--- src/rtl/ptmr_pkg.sv ---
`timescale 1ns/1ps
package ptmr_pkg;
   localparam int unsigned PT_ADDR_W = 5;
   localparam int unsigned PT_NEVT   = 4;

   localparam logic [PT_ADDR_W-1:0] A_SRC   = 5'd0;
   localparam logic [PT_ADDR_W-1:0] A_MODE  = 5'd1;
   localparam logic [PT_ADDR_W-1:0] A_RUN   = 5'd2;
   localparam logic [PT_ADDR_W-1:0] A_PWM   = 5'd3;
   localparam logic [PT_ADDR_W-1:0] A_CMP0L = 5'd4;
   localparam logic [PT_ADDR_W-1:0] A_CMP0H = 5'd5;
   localparam logic [PT_ADDR_W-1:0] A_CMP1L = 5'd6;
   localparam logic [PT_ADDR_W-1:0] A_CMP1H = 5'd7;
   localparam logic [PT_ADDR_W-1:0] A_RLD0L = 5'd8;
   localparam logic [PT_ADDR_W-1:0] A_RLD0H = 5'd9;
   localparam logic [PT_ADDR_W-1:0] A_RLD1L = 5'd10;
   localparam logic [PT_ADDR_W-1:0] A_RLD1H = 5'd11;
   localparam logic [PT_ADDR_W-1:0] A_FLAG  = 5'd12;
   localparam logic [PT_ADDR_W-1:0] A_MASK  = 5'd13;
   localparam logic [PT_ADDR_W-1:0] A_CNT0L = 5'd16;
   localparam logic [PT_ADDR_W-1:0] A_CNT0H = 5'd17;
   localparam logic [PT_ADDR_W-1:0] A_CNT1L = 5'd18;
   localparam logic [PT_ADDR_W-1:0] A_CNT1H = 5'd19;

   // event bit positions inside the flag and mask registers
   localparam int unsigned E_UF0 = 0;
   localparam int unsigned E_UF1 = 1;
   localparam int unsigned E_CM0 = 2;
   localparam int unsigned E_CM1 = 3;
endpackage

--- src/rtl/ptmr_prescaler.sv ---
`timescale 1ns/1ps
module ptmr_prescaler #(
   parameter int unsigned DIV = 4
) (
   input  logic clk,
   input  logic rst_n,
   input  logic run_i,
   input  logic src_i,
   output logic tick_o
);
   localparam int unsigned PW = (DIV > 1) ? $clog2(DIV) : 1;

   generate
      if (DIV < 1) begin : g_bad_div
         $error("ptmr_prescaler: DIV must be at least 1");
      end
      if (DIV == 1) begin : g_pass
         assign tick_o = run_i & src_i;
      end else begin : g_div
         logic [PW-1:0] acc_q;
         logic          wrap;
         assign wrap   = (acc_q == PW'(DIV - 1));
         assign tick_o = run_i & src_i & wrap;
         always_ff @(posedge clk or negedge rst_n) begin
            if (!rst_n)      acc_q <= '0;
            else if (!run_i) acc_q <= '0;
            else if (src_i)  acc_q <= wrap ? '0 : acc_q + 1'b1;
         end
      end
   endgenerate
endmodule

--- src/rtl/ptmr_counter.sv ---
`timescale 1ns/1ps
module ptmr_counter #(
   parameter int unsigned W = 8
) (
   input  logic         clk,
   input  logic         rst_n,
   input  logic         run_i,
   input  logic         step_i,
   input  logic [W-1:0] rld_i,
   output logic [W-1:0] cnt_o,
   output logic [W-1:0] nxt_o,
   output logic         fire_o,
   output logic         uf_o
);
   logic [W-1:0] cnt_q;
   logic         at_zero;

   assign at_zero = (cnt_q == '0);
   assign fire_o  = run_i & step_i;
   assign uf_o    = fire_o & at_zero;
   assign cnt_o   = cnt_q;

   always_comb begin
      if (!run_i)      nxt_o = rld_i;
      else if (fire_o) nxt_o = at_zero ? rld_i : cnt_q - 1'b1;
      else             nxt_o = cnt_q;
   end

   always_ff @(posedge clk or negedge rst_n) begin
      if (!rst_n) cnt_q <= '0;
      else        cnt_q <= nxt_o;
   end
endmodule

--- src/rtl/ptmr_regs.sv ---
`timescale 1ns/1ps
module ptmr_regs
   import ptmr_pkg::*;
#(
   parameter int unsigned BUS_W = 4,
   parameter int unsigned CNT_W = 8
) (
   input  logic                 clk,
   input  logic                 rst_n,
   input  logic                 wr_en,
   input  logic [PT_ADDR_W-1:0] addr,
   input  logic [BUS_W-1:0]     wdata,
   input  logic [PT_NEVT-1:0]   set_i,
   input  logic [CNT_W-1:0]     cnt0_i,
   input  logic [CNT_W-1:0]     cnt1_i,
   output logic [BUS_W-1:0]     rdata,
   output logic [1:0]           src_o,
   output logic                 evt_mode_o,
   output logic                 cascade_o,
   output logic [1:0]           run_o,
   output logic [1:0]           pwm_o,
   output logic [CNT_W-1:0]     cmp0_o,
   output logic [CNT_W-1:0]     cmp1_o,
   output logic [CNT_W-1:0]     rld0_o,
   output logic [CNT_W-1:0]     rld1_o,
   output logic [PT_NEVT-1:0]   flag_o,
   output logic [PT_NEVT-1:0]   mask_o
);
   localparam int unsigned HI = CNT_W - 1;
   localparam int unsigned LO = BUS_W - 1;

   logic [PT_NEVT-1:0] clr;

   assign clr = (wr_en && addr == A_FLAG) ? wdata[PT_NEVT-1:0] : '0;

   always_ff @(posedge clk or negedge rst_n) begin
      if (!rst_n) begin
         src_o      <= '0;
         evt_mode_o <= 1'b0;
         cascade_o  <= 1'b0;
         run_o      <= '0;
         pwm_o      <= '0;
         cmp0_o     <= '0;
         cmp1_o     <= '0;
         rld0_o     <= '0;
         rld1_o     <= '0;
         mask_o     <= '0;
      end else if (wr_en) begin
         case (addr)
            A_SRC:   src_o <= wdata[1:0];
            A_MODE:  begin evt_mode_o <= wdata[0]; cascade_o <= wdata[1]; end
            A_RUN:   run_o <= wdata[1:0];
            A_PWM:   pwm_o <= wdata[1:0];
            A_CMP0L: cmp0_o[LO:0]     <= wdata;
            A_CMP0H: cmp0_o[HI:BUS_W] <= wdata;
            A_CMP1L: cmp1_o[LO:0]     <= wdata;
            A_CMP1H: cmp1_o[HI:BUS_W] <= wdata;
            A_RLD0L: rld0_o[LO:0]     <= wdata;
            A_RLD0H: rld0_o[HI:BUS_W] <= wdata;
            A_RLD1L: rld1_o[LO:0]     <= wdata;
            A_RLD1H: rld1_o[HI:BUS_W] <= wdata;
            A_MASK:  mask_o <= wdata[PT_NEVT-1:0];
            default: ;
         endcase
      end
   end

   // new events take priority over a same-cycle clear
   always_ff @(posedge clk or negedge rst_n) begin
      if (!rst_n) flag_o <= '0;
      else        flag_o <= (flag_o & ~clr) | set_i;
   end

   always_comb begin
      rdata = '0;
      case (addr)
         A_SRC:   rdata[1:0] = src_o;
         A_MODE:  rdata[1:0] = {cascade_o, evt_mode_o};
         A_RUN:   rdata[1:0] = run_o;
         A_PWM:   rdata[1:0] = pwm_o;
         A_CMP0L: rdata = cmp0_o[LO:0];
         A_CMP0H: rdata = cmp0_o[HI:BUS_W];
         A_CMP1L: rdata = cmp1_o[LO:0];
         A_CMP1H: rdata = cmp1_o[HI:BUS_W];
         A_RLD0L: rdata = rld0_o[LO:0];
         A_RLD0H: rdata = rld0_o[HI:BUS_W];
         A_RLD1L: rdata = rld1_o[LO:0];
         A_RLD1H: rdata = rld1_o[HI:BUS_W];
         A_FLAG:  rdata[PT_NEVT-1:0] = flag_o;
         A_MASK:  rdata[PT_NEVT-1:0] = mask_o;
         A_CNT0L: rdata = cnt0_i[LO:0];
         A_CNT0H: rdata = cnt0_i[HI:BUS_W];
         A_CNT1L: rdata = cnt1_i[LO:0];
         A_CNT1H: rdata = cnt1_i[HI:BUS_W];
         default: ;
      endcase
   end
endmodule

--- src/rtl/ptmr_dual.sv ---
`timescale 1ns/1ps
module ptmr_dual
   import ptmr_pkg::*;
#(
   parameter int unsigned BUS_W   = 4,
   parameter int unsigned CNT_W   = 8,
   parameter int unsigned PRE_DIV = 4
) (
   input  logic                 clk,
   input  logic                 rst_n,
   input  logic                 slow_tick,
   input  logic                 fast_tick,
   input  logic                 evt_in,
   input  logic                 bus_wr,
   input  logic [PT_ADDR_W-1:0] bus_addr,
   input  logic [BUS_W-1:0]     bus_wdata,
   output logic [BUS_W-1:0]     bus_rdata,
   output logic [1:0]           tmr_out,
   output logic                 irq
);
   localparam int unsigned WIDE_W = 2 * CNT_W;

   generate
      if (CNT_W != 2 * BUS_W) begin : g_bad_width
         $error("ptmr_dual: CNT_W must be two bus nibbles wide");
      end
      if (BUS_W < PT_NEVT) begin : g_bad_bus
         $error("ptmr_dual: BUS_W must hold the four event bits");
      end
   endgenerate

   logic [1:0]         src_sel, run_q, pwm_q, pre_run, pre_tick, tog_q;
   logic               evt_mode, cascade, evt_q, evt_edge;
   logic [CNT_W-1:0]   cmp0, cmp1, rld0, rld1, cnt0, cnt1, nxt0, nxt1;
   logic [PT_NEVT-1:0] flag_q, mask_q, flag_set;
   logic               step0, step1, run1_eff, fire0, fire1, uf0, uf1, cm0, cm1;
   logic [WIDE_W-1:0]  wide_cnt, wide_nxt, wide_cmp;

   ptmr_regs #(.BUS_W(BUS_W), .CNT_W(CNT_W)) i_regs (
      .clk(clk), .rst_n(rst_n), .wr_en(bus_wr), .addr(bus_addr), .wdata(bus_wdata),
      .set_i(flag_set), .cnt0_i(cnt0), .cnt1_i(cnt1), .rdata(bus_rdata),
      .src_o(src_sel), .evt_mode_o(evt_mode), .cascade_o(cascade), .run_o(run_q),
      .pwm_o(pwm_q), .cmp0_o(cmp0), .cmp1_o(cmp1), .rld0_o(rld0), .rld1_o(rld1),
      .flag_o(flag_q), .mask_o(mask_q)
   );

   // prescalers stop where a mode overrides their timer's clock source
   assign pre_run[0] = run_q[0] & ~evt_mode;
   assign pre_run[1] = run_q[1] & ~cascade;

   for (genvar i = 0; i < 2; i++) begin : g_pre
      logic src;
      assign src = src_sel[i] ? fast_tick : slow_tick;
      ptmr_prescaler #(.DIV(PRE_DIV)) i_pre (
         .clk(clk), .rst_n(rst_n), .run_i(pre_run[i]), .src_i(src), .tick_o(pre_tick[i])
      );
   end

   always_ff @(posedge clk or negedge rst_n) begin
      if (!rst_n) evt_q <= 1'b0;
      else        evt_q <= evt_in;
   end
   assign evt_edge = evt_in & ~evt_q;

   assign step0    = evt_mode ? evt_edge : pre_tick[0];
   assign run1_eff = cascade ? run_q[0] : run_q[1];
   assign step1    = cascade ? uf0 : pre_tick[1];

   ptmr_counter #(.W(CNT_W)) i_cnt0 (
      .clk(clk), .rst_n(rst_n), .run_i(run_q[0]), .step_i(step0), .rld_i(rld0),
      .cnt_o(cnt0), .nxt_o(nxt0), .fire_o(fire0), .uf_o(uf0)
   );
   ptmr_counter #(.W(CNT_W)) i_cnt1 (
      .clk(clk), .rst_n(rst_n), .run_i(run1_eff), .step_i(step1), .rld_i(rld1),
      .cnt_o(cnt1), .nxt_o(nxt1), .fire_o(fire1), .uf_o(uf1)
   );

   assign wide_cnt = {cnt1, cnt0};
   assign wide_nxt = {nxt1, nxt0};
   assign wide_cmp = {cmp1, cmp0};

   assign cm0 = fire0 & (nxt0 == cmp0);
   assign cm1 = cascade ? (fire0 & (wide_nxt == wide_cmp)) : (fire1 & (nxt1 == cmp1));

   always_comb begin
      flag_set        = '0;
      flag_set[E_UF0] = uf0;
      flag_set[E_UF1] = uf1;
      flag_set[E_CM0] = cm0;
      flag_set[E_CM1] = cm1;
   end

   always_ff @(posedge clk or negedge rst_n) begin
      if (!rst_n) tog_q <= '0;
      else        tog_q <= tog_q ^ {uf1, uf0};
   end

   assign tmr_out[0] = pwm_q[0] ? (cnt0 > cmp0) : tog_q[0];
   assign tmr_out[1] = pwm_q[1] ? (cascade ? (wide_cnt > wide_cmp) : (cnt1 > cmp1)) : tog_q[1];

   assign irq = |(flag_q & mask_q);
endmodule

--- config.mk ---
export PLATFORM = sky130hd
export DESIGN_NAME = ptmr_dual
export DESIGN_NICKNAME = d
export VERILOG_FILES = /design/src/rtl/ptmr_pkg.sv /design/src/rtl/ptmr_prescaler.sv /design/src/rtl/ptmr_counter.sv /design/src/rtl/ptmr_regs.sv /design/src/rtl/ptmr_dual.sv
export SDC_FILE = /design/constraint.sdc
export NUM_CORES = 1
export LEC_CHECK = 0
export ABC_AREA = 1
export BUFFER_PORTS_ARGS = -buffer_cell sky130_fd_sc_hd__buf_2
export CORE_MARGIN = 10
export CORE_UTILIZATION = 35
export CTS_CLUSTER_DIAMETER = 30
export DETAILED_ROUTE_END_ITERATION = 12
export GPL_ROUTABILITY_DRIVEN = 1
export PLACE_DENSITY_LB_ADDON = 0.15
export SLEW_MARGIN = 30
export SYNTH_ARGS = -nofsm -noshare
export SYNTH_HDL_FRONTEND = slang
export SYNTH_HIERARCHICAL = 1
export SYNTH_SLANG_ARGS = --single-unit
--- constraint.sdc ---
create_clock -name clk -period 4.15 [get_ports clk]
set_input_delay 0.2075 -clock clk [delete_from_list [all_inputs] [get_ports clk]]
set_output_delay 0.2075 -clock clk [all_outputs]
set_load 0.005 [all_outputs]
* After elaboration in Yosys (flattened, before gate mapping)
Cells that the tools add are included.
** Word-level totals
- Logic and storage cells :: 116
- Bits in read-only memories :: 0
- Bits in latches :: 0
- Bits of input ports :: 15
- RAM bits :: 0
- Flip-flop bits (word level) :: 71
- Output and inout port bits :: 7
- Memories kept :: 0
** Operators by class
- Reductions and logical operators :: 18
- Eq/ne operators :: 24
- Add/subtract/negate cells :: 4
- Div/mod/pow operators :: 0
- Shift operators :: 0
- $mul :: 0
- Bitwise logic cells :: 22
- Magnitude comparators :: 3
- Multiplexer cells :: 24
** Operators with widths (number)
- $mux W8 :: 6
- $pmux W2 S18 :: 1
- $eq A5 B4 Y1 const B :: 6
- $pmux W2 S14 :: 1
- $reduce_and A2 Y1 :: 13
- $eq A5 B3 Y1 const B :: 4
- $eq A5 B5 Y1 const B :: 4
- $eq A16 B16 Y1 :: 1
- $eq A8 B8 Y1 :: 2
- $gt A16 B16 Y1 :: 1
- $gt A8 B8 Y1 :: 2
- $logic_not A8 Y1 :: 2
- $sub A8 B1 Y8 const B :: 2
- $and A1 B1 Y1 :: 14
- $mux W2 :: 6
- $eq A5 B2 Y1 const B :: 2
- $mux W1 :: 9
- $and A4 B4 Y4 :: 2
- $eq A5 B1 Y1 const B :: 1
- $logic_not A5 Y1 :: 1
- $add A2 B1 Y2 const B :: 2
- $eq A2 B2 Y1 const B :: 2
- $mux W4 :: 1
- $ne A2 B2 Y1 const B :: 2
- other kinds (6) :: 8

* Depth between registers and ports, before layout
- Depth after elaboration :: 15
- Depth in mapped cells :: 26
- Gate-level depth less buffers :: 26

* By module
Netlist, hierarchy kept.
** Modules (own cells, without submodules)
- ptmr_regs :: instances 1, area each 2391.0 µm², cells an instance 323, seq. area each 1201.2 µm²
- ptmr_counter :: instances 2, area each 619.3 µm², cells an instance 91, seq. area each 200.2 µm²
- ptmr_dual :: instances 1, area each 939.7 µm², cells an instance 156, seq. area each 75.1 µm²
- ptmr_prescaler :: instances 2, area each 103.8 µm², cells an instance 12, seq. area each 50.0 µm²

* Worst setup path before layout
Ideal clock, no wire load.
- Path type :: register -> register
- Start :: reg i_regs.run_o[0]
- End :: reg i_regs.flag_o[3]
- Arrival :: 2.904 ns
- Clock period less this slack :: 2.969 ns
- Data required time :: 4.085 ns
- Path buffers :: 0
- Slack :: 1.181 ns
- Stages on the path, launching flop included :: 26
- Setup time :: 0.065 ns
- Path through :: dfrtp_1 > inv_1 > nor2_1 > and3_1 > inv_1 > o22ai_1 > nand2_2 > clkinv_4 > nand2_4 > inv_1 > nand2_1 > nand2_1 > nand2_2 > clkinv_4 > nand3_1 > nand2_1 > nand2_1 > a21oi_1 > inv_1 > nand2_4 > nand2_2 > nor4_2 > nand3_1 > a21oi_2 > inv_1 > nand2_1
** Between the ends
- Cells in the longest elaborated chain, start to end :: 14
- Elaborated cells on any way between the ends :: 19
- Classes of those cells :: 2 x eq/ne; 8 x mux; 9 x bitwise
** Ends and longest elaborated chain
- start: declaration :: RTL line ptmr_regs.sv:20 : output logic [1:0] run_o,
- start signal: assignment :: RTL line ptmr_regs.sv:52 : A_RUN: run_o <= wdata[1:0];
- $and A1 B1 Y1 * :: RTL line ptmr_dual.sv:48 : assign pre_run[0] = run_q[0] & ~evt_mode;
- net pre_run[0] :: RTL line ptmr_dual.sv:32 : logic [1:0] src_sel, run_q, pwm_q, pre_run, pre_tick, tog_q;
- $and A1 B1 Y1 * (2 in series) :: RTL line ptmr_prescaler.sv:23 : assign tick_o = run_i & src_i & wrap;
- net pre_tick[0] :: RTL line ptmr_dual.sv:32
- $mux W1 * :: RTL line ptmr_dual.sv:65 : assign step0 = evt_mode ? evt_edge : pre_tick[0];
- net step0 :: RTL line ptmr_dual.sv:36 : logic step0, step1, run1_eff, fire0, fire1, uf0, uf1, cm0, cm1;
- $and A1 B1 Y1 * :: RTL line ptmr_counter.sv:19 : assign fire_o = run_i & step_i;
- net fire0 :: RTL line ptmr_dual.sv:36
- [... 1 more ...]
- net uf0 :: RTL line ptmr_dual.sv:36
- [... 1 more ...]
- net step1 :: RTL line ptmr_dual.sv:36
- [... 1 more ...]
- net fire1 :: RTL line ptmr_dual.sv:36
- $mux W8 * :: RTL line ptmr_counter.sv:25 : else if (fire_o) nxt_o = at_zero ? rld_i : cnt_q - 1'b1;
- $mux W8 * :: RTL line ptmr_counter.sv:24 : if (!run_i) nxt_o = rld_i;
- net nxt1[3] :: RTL line ptmr_dual.sv:34 : logic [CNT_W-1:0] cmp0, cmp1, rld0, rld1, cnt0, cnt1, nxt0, nxt1;
- $eq A16 B16 Y1 / $eq A8 B8 Y1 (equally long branches) :: RTL line ptmr_dual.sv:83 : assign cm1 = cascade ? (fire0 & (wide_nxt == wide_cmp)) : (fire1 & (nxt1 == cmp1));
- $and A1 B1 Y1 :: RTL line ptmr_dual.sv:83
- $mux W1 * :: RTL line ptmr_dual.sv:83
- net cm1 :: RTL line ptmr_dual.sv:36
- $or A4 B4 Y4 * :: RTL line ptmr_regs.sv:71 : else flag_o <= (flag_o & ~clr) | set_i;
- end signal: assignment :: RTL line ptmr_regs.sv:71
- end: declaration :: RTL line ptmr_regs.sv:26 : output logic [PT_NEVT-1:0] flag_o,
Mark *: on every way through the listed nets, which the timed path passes. The rest lies on a longest branch.
A chain may end at the register's enable or synchronous reset.

* Worst setup path in the final report
Same ends and word-level chain as after synthesis.

==> results.md <==
- DIE HEIGHT: 136.8 um
- Leakage: about 2.7 nW
- Worst reg2reg path startpoint: i_regs/run_o[0]$_DFFE_PN0P_
- Nets: 752
- Clock Latency Late Sink: 0.34 ns
- Dpl cell area: 5091 um^2
- Slew HR: 49.44%
- CTS Buf Count: 9
- Post-synth top area share: a little under two fifths
- Final min period: approximately 3.6 ns
- Clk pin slew, worst setup/hold paths: 0.06 ns
- Total number of H-tree levels: 3
- Worst Tran Pin Value: 0.7556 ns
- Post-synth EDFFs: 0
- Worst Clk Skew: approximately 0.0076 ns
- RSZ-0062 raised after global routing: false
- Outcome: finished clean
- Pwr Total: 2.813 mW
- MaxCap Viol Count: 0
- Hold Crit Depth: 1
- TNS Setup: 0 ns
- CP required: 4.42 ns
- Tcrit/Tclk final: 86.53%
- F_max: 0.2785 GHz
- Die width: 136.8 um
- Worst reg-to-reg path cell count: 25
- Setup crit start kind: flip-flop
- # IOs: 22
- Crit path DAT: between 3 and 4 ns
- Max-slew violations: 0
- Hpwl dp: 11660 um
- PortBufs: 21
- CP endpoint kind: flip-flop
- Clk root buf: clkbuf_16
- DRT Pass-1 Iters: 5
- Initial Util: 35.93%
- HP Class: input port to flip-flop
- Synth warn: 6
- Vias in the first global route: 4344
- Ant. Diodes: 0
- Antenna Violating Nets Remaining: 0
- Vias per cell: 5.032
- DRT Wirelength: 15220 um
- Setup slack, reg-to-reg: 0.56 ns
- Ys flop type: dfrtp_1
- Final setup viols: 0
- Mapped Area: 4777 um^2
- Buffers inserted by post-CTS timing repair: 0
- Worst VDD drop: between 0.2 and 0.25 mV
- Asr flop ratio synth: 100.0%
- GRT Total Usage: 16.84%
- Reg-to-Reg End: i_regs/flag_o[3]$_DFF_PN0_
- Antenna violations before repair: 0
- Sequential area share after synthesis: 37.19%
- 1st-iter DRT viols: 396
- Num Clock Sinks: between 70 and 80
- DRC errors left: 0
- Hold Startpoint: evt_in
- Core region area: ~13000 um^2
- CP max FO: 10
- Gr ovfl total: 0
- Worst Hold Path EP: evt_q$_DFF_PN0_
- Syn_nets: 723
- CTS tree: yes
- Cells after synthesis: about 700
- Placement row count: 42
- Count leader, synth: nand2_1
- RePlAce Congestion: 0.9640
- Post-synth cell types: 35
- Pwr per Cell Area: 520.7 nW/um^2
- Area leader, netlist: dfrtp_1
- Final Hold Vio Count: 0
- Syn Area/Cell: 6.974 um^2
- DR WL/cell: 17.01 um
- Commonest cells in the synthesized netlist: nand2_1, inv_1, dfrtp_1
- P&R area growth vs syn: 13.10%
- Total die area: 18720 um^2
- CTS Buffer Depth: 2
- Final Cell Area: 5403 um^2
- Ranking of synthesized cells by area: dfrtp_1, nand2_1, inv_1
- Critical path class: flip-flop to flip-flop
- Routed vias: 4504
- Layout cell share with drive strength beyond 1: roughly an eighth
- Global-route wire length before repair: 24310 um
- Pin count of the biggest net entering global routing: 72
- Yosys reg bits: 71
cell type report:
type	instances	area (um^2)
Multi-Input combinational cell	516	2620
Clock inverter	7	72.57
Clock buffer	9	225.2
Tap cell	176	220.2
Inverter	93	359.1
Timing Repair Buffer	23	128.9
Fill cell	1416	7893
Sequential cell	71	1777
flip-flops by register name, summed over array words and instances, names as in the netlist, 4 cells and up:
| register | flops |
|---|---|
| i_regs/mask_o | 4 |
| i_regs/flag_o | 4 |
| i_regs/rld0_o | 8 |
| i_regs/cmp0_o | 8 |
| i_cnt0/cnt_o | 8 |
| g_pre.i_pre/g_div.acc_q | 4 |
| i_regs/cmp1_o | 8 |
| i_regs/rld1_o | 8 |
| i_cnt1/cnt_o | 8 |
per-stage QoR:
stage               instances  utilization (%)  setup WS (ns)  hold WS (ns)
global route              895            40.64         0.1625      0.004336
detailed placement        878            38.29         0.6187        0.3557
CTS                       894            40.53         0.5996      0.006074
floorplan                 685                -          1.181      -0.08809
global placement          878            38.29         0.7937        0.3527
finish                    895            40.64         0.5591      0.008581
cells in the final DEF, fill, tap and decap left out, types with 2 or more instances in the layout:
cell,n
a21oi_1,23
and3_1,2
buf_2,20
clkbuf_16,9
clkinv_1,2
clkinv_2,2
clkinv_4,3
clkinvlp_4,2
dfrtp_1,71
ha_1,23
inv_1,82
inv_2,7
nand2_1,217
nand2_2,14
nand2_4,3
nand3_1,50
nand4_1,13
nor2_1,54
nor2_2,17
nor2_4,2
nor3_1,6
o211ai_1,5
o21ai_0,45
o21ai_1,12
o21ai_2,2
o21bai_1,5
o22ai_1,4
xor2_1,10
what timing repair did:
action | CTS | global route
gates resized for setup | 0 | 0
endpoints found under the hold margin | 0 | 71
hold buffers | 0 | 1
setup endpoints to repair | 0 | 0
where the power goes:
group | internal [mW] | switching [mW] | leakage, nW
registers | 0.838 | 0.252 | 0.918
logic | 0.351 | 0.602 | 1.67
clock network | 0.466 | 0.305 | 0.142
total | 1.65 | 1.16 | 2.73
cells by family (layout without fill, tap and decap cells):
| kind of cell | Yosys count | in the layout | synth area share [%] |
|---|---|---|---|
| simple gates | 381 | 381 | 34.97 |
| compound gates | 101 | 101 | 11.84 |
| buf+inv | 98 | 132 | 7.963 |
| flops | 71 | 71 | 37.19 |
| fa+ha+maj | 23 | 23 | 6.024 |
| xor+xnor | 11 | 11 | 2.017 |
worst max-delay path, cell delays in order, from the launching register on:
cell and delay, ns:
dfrtp_1 0.52, inv_1 0.11, nor2_1 0.24, and3_1 0.20, inv_1 0.04, o22ai_1 0.22, nand2_2 0.14, clkinv_4 0.11
nand2_4 0.06, inv_1 0.18, nand2_1 0.09, nand2_1 0.13, nand2_2 0.11, clkinv_4 0.10, nand3_1 0.10, nand2_1 0.09
nand2_1 0.05, a21oi_1 0.17, inv_1 0.11, nand2_4 0.06, nand2_2 0.04, nor4_2 0.29, nand3_1 0.13, a21oi_2 0.12
inv_1 0.05, nand2_1 0.05
worst max path at each step:
| stage | end | slack [ns] | startpoint |
|---|---|---|---|
| 6_report | i_regs/flag_o[3]$_DFF_PN0_ | 0.56 | i_regs/run_o[0]$_DFFE_PN0P_ |
| 5_1_grt | i_regs/flag_o[3]$_DFF_PN0_ | 0.16 | i_regs/run_o[0]$_DFFE_PN0P_ |
| 4_1_cts | i_regs/flag_o[3]$_DFF_PN0_ | 0.60 | i_regs/run_o[0]$_DFFE_PN0P_ |
| 3_5_place_dp | i_regs/flag_o[3]$_DFF_PN0_ | 0.62 | i_regs/run_o[0]$_DFFE_PN0P_ |
| 3_3_place_gp | i_regs/flag_o[3]$_DFF_PN0_ | 0.79 | i_regs/run_o[0]$_DFFE_PN0P_ |
| 2_1_floorplan | i_regs/flag_o[3]$_DFF_PN0_ | 1.18 | i_regs/run_o[0]$_DFFE_PN0P_ |
per-layer routing:
layer	track usage (%)	share of wire, %
met3	2.786	5.1
met5	0	0
met1	24.20	51
met4	6.206	2.0
met2	24.66	42
No activity file was read; power rests on OpenSTA's default activity.
